### src/rtl/pit_chan_pkg.sv
package pit_chan_pkg;

    // Control word layout; the bit positions set the accepted encoding.
    typedef struct packed {
        logic [1:0] sel;
        logic [1:0] acc;
        logic [2:0] mode;
        logic       bcd;
    } ctrl_word_t;

    localparam logic [1:0] SEL_THIS_CHAN = 2'b10;
    localparam logic [1:0] ACC_LO_HI     = 2'b11;
    localparam logic [2:0] MODE_RATE_GEN = 3'b010;
    localparam logic       CNT_BINARY    = 1'b0;

    typedef enum logic {
        PORT_DATA = 1'b0,
        PORT_CTRL = 1'b1
    } port_sel_e;

endpackage

### src/rtl/pit_cw_decode.sv
module pit_cw_decode
    import pit_chan_pkg::*;
#(
    parameter int BYTE_W = 8
) (
    input  logic              bus_addr,
    input  logic              bus_wr,
    input  logic              bus_rd,
    input  logic [BYTE_W-1:0] bus_wdata,
    output logic              cw_accept,
    output logic              data_wr,
    output logic              data_rd
);

    ctrl_word_t cw;
    logic       fields_ok;

    always_comb begin
        cw        = ctrl_word_t'(bus_wdata[7:0]);
        fields_ok = (cw.sel == SEL_THIS_CHAN) && (cw.acc == ACC_LO_HI) &&
                    (cw.mode == MODE_RATE_GEN) && (cw.bcd == CNT_BINARY);
        cw_accept = bus_wr && (bus_addr == PORT_CTRL) && fields_ok;
        data_wr   = bus_wr && (bus_addr == PORT_DATA);
        data_rd   = bus_rd && (bus_addr == PORT_DATA);
    end

endmodule

### src/rtl/pit_byte_io.sv
module pit_byte_io #(
    parameter int BYTE_W = 8,
    localparam int CNT_W = 2 * BYTE_W
) (
    input  logic              clk,
    input  logic              rst_n,
    input  logic              cw_accept,
    input  logic              data_wr,
    input  logic              data_rd,
    input  logic [BYTE_W-1:0] wdata,
    input  logic [CNT_W-1:0]  count_i,
    output logic [CNT_W-1:0]  init_o,
    output logic              load_req,
    output logic [BYTE_W-1:0] rdata
);

    typedef struct packed {
        logic              wptr;
        logic              rptr;
        logic [BYTE_W-1:0] lo_stage;
        logic [CNT_W-1:0]  init;
    } io_state_t;

    io_state_t s_d, s_q;

    always_comb begin
        s_d      = s_q;
        load_req = 1'b0;
        if (cw_accept) begin
            s_d.wptr = 1'b0;
            s_d.rptr = 1'b0;
        end else begin
            if (data_wr) begin
                if (!s_q.wptr) begin
                    s_d.lo_stage = wdata;
                    s_d.wptr     = 1'b1;
                end else begin
                    s_d.init = {wdata, s_q.lo_stage};
                    s_d.wptr = 1'b0;
                    load_req = 1'b1;
                end
            end
            if (data_rd) begin
                s_d.rptr = ~s_q.rptr;
            end
        end
    end

    always_ff @(posedge clk) begin
        if (!rst_n) s_q <= '0;
        else        s_q <= s_d;
    end

    assign init_o = s_q.init;
    assign rdata  = s_q.rptr ? count_i[CNT_W-1:BYTE_W] : count_i[BYTE_W-1:0];

    // every data read flips the read pointer
    p_rptr_flip_r8: assert property (@(posedge clk) disable iff (!rst_n)
        (data_rd && !cw_accept) |=> (s_q.rptr != $past(s_q.rptr)));

    // an accepted control word parks both pointers on the low byte
    p_ptr_park_r9: assert property (@(posedge clk) disable iff (!rst_n)
        cw_accept |=> (!s_q.wptr && !s_q.rptr));

endmodule

### src/rtl/pit_count_core.sv
module pit_count_core #(
    parameter int CNT_W = 16
) (
    input  logic             clk,
    input  logic             rst_n,
    input  logic             tick_en,
    input  logic             gate_en,
    input  logic             clear,
    input  logic             load_req,
    input  logic [CNT_W-1:0] init_i,
    output logic [CNT_W-1:0] count_o,
    output logic             out_o
);

    localparam logic [CNT_W-1:0] CNT_ONE = CNT_W'(1);

    typedef struct packed {
        logic [CNT_W-1:0] count;
        logic             running;
        logic             armed;
        logic             load_pend;
        logic             gate_q;
    } core_state_t;

    core_state_t s_d, s_q;
    logic        gate_rise;
    logic        new_req;

    always_comb begin
        s_d        = s_q;
        s_d.gate_q = gate_en;
        gate_rise  = gate_en && !s_q.gate_q;
        new_req    = 1'b0;
        if (clear) begin
            s_d.running   = 1'b0;
            s_d.armed     = 1'b0;
            s_d.load_pend = 1'b0;
        end else begin
            new_req = load_req || (gate_rise && s_q.armed);
            if (load_req) s_d.armed = 1'b1;
            if (tick_en && s_q.load_pend) begin
                s_d.count     = init_i;
                s_d.running   = 1'b1;
                s_d.load_pend = new_req;
            end else begin
                s_d.load_pend = s_q.load_pend || new_req;
                if (tick_en && s_q.running && gate_en && s_q.gate_q) begin
                    if (s_q.count == CNT_ONE) s_d.count = init_i;
                    else                      s_d.count = s_q.count - CNT_ONE;
                end
            end
        end
    end

    always_ff @(posedge clk) begin
        if (!rst_n) s_q <= '0;
        else        s_q <= s_d;
    end

    assign count_o = s_q.count;
    assign out_o   = !(s_q.running && s_q.gate_q && (s_q.count == CNT_ONE));

    // a pending load takes the initial value on the tick
    p_load_on_tick_r2: assert property (@(posedge clk) disable iff (!rst_n)
        (tick_en && s_q.load_pend && !clear) |=>
        ((s_q.count == $past(init_i)) && s_q.running));

    // an enabled tick steps the count down by one
    p_step_down_r3: assert property (@(posedge clk) disable iff (!rst_n)
        (tick_en && s_q.running && gate_en && s_q.gate_q && !s_q.load_pend &&
         !clear && (s_q.count != CNT_ONE)) |=> (s_q.count == $past(s_q.count) - CNT_ONE));

    // the tick at count one reloads the initial value
    p_reload_at_one_r4: assert property (@(posedge clk) disable iff (!rst_n)
        (tick_en && s_q.running && gate_en && s_q.gate_q && !s_q.load_pend &&
         !clear && (s_q.count == CNT_ONE)) |=> (s_q.count == $past(init_i)));

    // ticks with the gate low leave the count alone
    p_hold_gate_low_r6: assert property (@(posedge clk) disable iff (!rst_n)
        (tick_en && !gate_en && !s_q.load_pend && !clear) |=> $stable(s_q.count));

    // a falling gate releases the output by the next clock
    p_gate_fall_out_r6: assert property (@(posedge clk) disable iff (!rst_n)
        (!gate_en && s_q.gate_q) |=> out_o);

endmodule

### src/rtl/pit_rate_channel.sv
module pit_rate_channel #(
    parameter int BYTE_W = 8,
    localparam int CNT_W = 2 * BYTE_W
) (
    input  logic              clk,
    input  logic              rst_n,
    input  logic              tick_en,
    input  logic              gate_en,
    input  logic              bus_addr,
    input  logic              bus_wr,
    input  logic              bus_rd,
    input  logic [BYTE_W-1:0] bus_wdata,
    output logic [BYTE_W-1:0] bus_rdata,
    output logic              out_pulse
);

    logic             cw_accept;
    logic             data_wr;
    logic             data_rd;
    logic             load_req;
    logic [CNT_W-1:0] init_val;
    logic [CNT_W-1:0] count_val;

    pit_cw_decode #(.BYTE_W(BYTE_W)) u_decode (
        .bus_addr  (bus_addr),
        .bus_wr    (bus_wr),
        .bus_rd    (bus_rd),
        .bus_wdata (bus_wdata),
        .cw_accept (cw_accept),
        .data_wr   (data_wr),
        .data_rd   (data_rd)
    );

    pit_byte_io #(.BYTE_W(BYTE_W)) u_io (
        .clk       (clk),
        .rst_n     (rst_n),
        .cw_accept (cw_accept),
        .data_wr   (data_wr),
        .data_rd   (data_rd),
        .wdata     (bus_wdata),
        .count_i   (count_val),
        .init_o    (init_val),
        .load_req  (load_req),
        .rdata     (bus_rdata)
    );

    pit_count_core #(.CNT_W(CNT_W)) u_core (
        .clk      (clk),
        .rst_n    (rst_n),
        .tick_en  (tick_en),
        .gate_en  (gate_en),
        .clear    (cw_accept),
        .load_req (load_req),
        .init_i   (init_val),
        .count_o  (count_val),
        .out_o    (out_pulse)
    );

    // the output is high right after an accepted control word
    p_cw_out_high_r9: assert property (@(posedge clk) disable iff (!rst_n)
        cw_accept |=> out_pulse);

    // a rejected control-address write leaves the count untouched
    p_reject_cw_r1: assert property (@(posedge clk) disable iff (!rst_n)
        (bus_wr && bus_addr && !cw_accept && !tick_en) |=> $stable(count_val));

endmodule

### config.mk
export PLATFORM = sky130hd
export DESIGN_NAME = pit_rate_channel
export DESIGN_NICKNAME = d
export VERILOG_FILES = /design/src/rtl/pit_chan_pkg.sv /design/src/rtl/pit_cw_decode.sv /design/src/rtl/pit_byte_io.sv /design/src/rtl/pit_count_core.sv /design/src/rtl/pit_rate_channel.sv
export SDC_FILE = /design/constraint.sdc
export NUM_CORES = 1
export LEC_CHECK = 0
export BUFFER_PORTS_ARGS = -buffer_cell sky130_fd_sc_hd__buf_2
export CAP_MARGIN = 10
export CORE_MARGIN = 4
export CORE_UTILIZATION = 35
export CTS_CLUSTER_DIAMETER = 60
export DETAILED_ROUTE_END_ITERATION = 10
export PLACE_DENSITY = 0.5
export SYNTH_ARGS = -nofsm -noshare
export SYNTH_HDL_FRONTEND = slang
export SYNTH_SLANG_ARGS = --single-unit
### constraint.sdc
create_clock -name clk -period 6.3 [get_ports clk]
set_clock_uncertainty 0.2 [all_clocks]
set_input_delay 1.26 -clock clk [delete_from_list [all_inputs] [get_ports clk]]
set_output_delay 1.26 -clock clk [all_outputs]
set_load 0.01 [all_outputs]
==> metrics.md <==
| Metric | Value |
|---|---|
| Outcome | `finished, final reports clean` |
| First-pass GRT wire length | `9250 um` |
| Drt initial violations | `59` |
| Fin area | `0.00246 mm^2` |
| Critical setup path kind | `reg -> out` |
| Die height | `87.7 um` |
| Core Rows | `28` |
| Worst-skew pair later-pin latency | `0.31 ns` |
| Routed len/inst | `15.8 um` |
| Flops & latches, synth | `46` |
| Post-synth top cells | `nand2_1, dfxtp_1, a21oi_1` |
| Post_cts resized | `0` |
| Setup TNS | `0 ns` |
| Synthesized cell area | `0.00222 mm^2` |
| Clock power frac | `31.7%` |
| Maximum VDD drop | `0.114 mV` |
| WP data arrival | `1.95 ns` |
| Cts bufs inserted | `5` |
| Clk sink count | `46` |
| Cell count after synthesis | `about 270` |
| Met2 Wirelength | `2480 um` |
| Setup crit end kind | `output port` |
| CP required | `4.84 ns` |
| # hold bufs at CTS | `0` |
| Proportion of synthesized area in mux cells | `13.0%` |
| GPL Wtd Cong | `0.791` |
| Switching Share | `29.0%` |
| Drt pass-1 iters | `4` |
| N_diodes | `0` |
| Worst-case clock buffer depth | `2` |
| Xor/xnor share of the synthesized area | `less than 1%` |
| Internal power | `~420 uW` |
| Vias | `~1900` |
| Startpoint Class | `flip-flop` |
| Die width | `87.7 um` |
| Worst relative slew slack | `around a third` |
| Post-synthesis cell type count | `45` |
| Least-Margin Pin Slew | `1.00 ns` |
| Port bufs | `23` |
| Max-cap viol count | `0` |
| Setup bufs post-CTS | `0` |
| Clk Tree Root Cell | `clkbuf_8` |
| Nets | `300` |
| GRT Total Usage | `15.7%` |
| Main synth FF type | `dfxtp_1` |
| Final period utilization | `between 50% and 60%` |
| H-tree depth reported by CTS | `2` |
| Dominant cell by count in the synthesized netlist | `nand2_1` |
| DR vias/cell | `5.31` |
| Detailed-placement wirelength estimate | `4070 um` |
| Power Dens Cells | `240 mW/mm^2` |
| Final Hold Vio Count | `0` |
| Die footprint | `0.00768 mm^2` |
| Number of global-route vias before repair | `~1800` |
| Worst-path clk slew | `0.09 ns` |
| CTS tree | `done` |
| Core area | `between 0.006 and 0.007 mm^2` |
| Crit Path Max Fanout | `9` |
| Flop pwr share | `52.3%` |
| Sequential-to-total area share from yosys stat | `41.5%` |
| Simple-gate share of the synthesized area | `roughly 25%` |
| Routed Antenna Nets | `0` |
| Worst min-delay path class | `reg -> reg` |
| Initial Utilization | `36.9%` |
| Largest family of logic cells by synthesized area | `simple AND/OR/NAND/NOR gates` |
| Post-Synth Adder-Cell Area | `1.13%` |
| Switching power | `172 uW` |
| Logic pwr share | `16.0%` |
| Area post-placement | `0.00237 mm^2` |
| Top layer used by detailed routing | `met4` |
| Number of synthesized flops with an enable pin | `0` |
| Layout Area Growth over Synthesis | `10.7%` |
| Io pins | `24` |
| Synth area leader | `dfxtp_1` |
| Met1 wire length | `2930 um` |
| Slew Viols, Final | `0` |
| # fillers | `~650` |
| Synthesis Warnings | `0` |
| Synth Area in Compound Gates | `14.6%` |
| Grt ovf | `0` |
| Endpoints failing setup | `0` |
| Minimum clock period | `around 3.4 ns` |
| Routed WL | `5680 um` |
| Pwr Total | `591 uW` |
| Largest net degree at the start of global routing | `29` |
| Share of layout cells above drive strength 1 | `16.2%` |
| Antenna violations before repair | `0` |
| Yosys top cell area share | `41.5%` |
| Syn nets | `283` |
| RSZ-0062 raised after global routing | `false` |
| Fmax | `293 MHz` |
| Main area contributors after synthesis | `dfxtp_1, mux2i_1, nand2_1` |
| DRC | `0` |
| Async S/R FF share, synth | `0%` |
| Routed length on met3 | `206 um` |
| Syn Area/Cell | `about 8.3 um^2` |
| Leak | `about 1.1 nW` |
[state kept, by name (all words and copies together) (netlist names)]
register        cells
u_io.s_q           10
u_core.s_q          4
u_core.count_o     16
u_io.init_o        16
[layout make-up]
class	count	area, um^2	share of cell area, %
Multi-Input combinational cell	201	1210	49.3
Sequential cell	46	921	37.5
Timing Repair Buffer	24	123	4.99
Tap cell	75	93.8	3.82
Clock buffer	5	68.8	2.80
Clock inverter	3	21.3	0.865
Inverter	5	18.8	0.763
[logic make-up after synthesis]
group	Yosys count
and+or+nand+nor	116
AOI/OAI and AO/OA	53
DFF	46
buffers and inverters	19
adders and majority gates	2
muxes	28
xor gates and xnor gates	2
[layout by cell type, fill, tap and decap left out, types with 3 or more instances in the layout]
cell type   n
a21oi_1    28
buf_2      23
clkbuf_8    5
dfxtp_1    46
inv_1       4
mux2_2      6
mux2i_1    22
nand2_1    52
nand2b_1    4
nor2_1     25
nor3_1      4
nor4_1      3
o22ai_1    12
or3_1       7
[stage by stage]
step | instances | hold WS [ns] | utilization, % | worst slack [ns]
after floorplan | 266 | 0.231 | - | 3.46
after CTS | 359 | 0.260 | 40.8 | 2.88
after global placement | 351 | 0.245 | 39.3 | 3.14
final | 359 | 0.259 | 40.8 | 2.89
after global routing | 359 | 0.282 | 40.8 | 2.80
after detailed placement | 351 | 0.248 | 39.3 | 3.15
[power groups by stage]
stage                     Sequential, mW  Clock, mW  Combinational (mW)
after floorplan                    0.311          0              0.0746
after global placement             0.316          0              0.0946
after detailed placement           0.316          0              0.0947
after CTS                          0.309      0.193              0.0952
after global routing               0.311      0.205               0.107
final                              0.309      0.187              0.0944
[path summary, 6_finish.rpt]
check / depth (start not counted) / to / startpoint / slack, ns
worst max-delay path: 4 / out_pulse / u_core.count_o[7] / 2.89
worst min-delay path: 2 / u_io.init_o[2] / u_io.init_o[2] / 0.26
worst max register to register: 6 / u_core.count_o[5] / u_core.count_o[7] / 3.68
worst min register to register: 2 / u_io.init_o[2] / u_io.init_o[2] / 0.26
[layer usage]
metal  track usage, %  vias to the layer above
li1                 -                      972
met3             3.86                        6
met5                0                        -
met4             4.18                        0
met1             22.3                      899
met2             23.8                       31
[worst max-delay path, cell delays in order (launching register included)]
cell	delay, ns
dfxtp_1	0.40
or4_4	0.61
nor3_2	0.34
nand4_1	0.13
buf_2	0.17
Power figures use the tool's default switching activity.
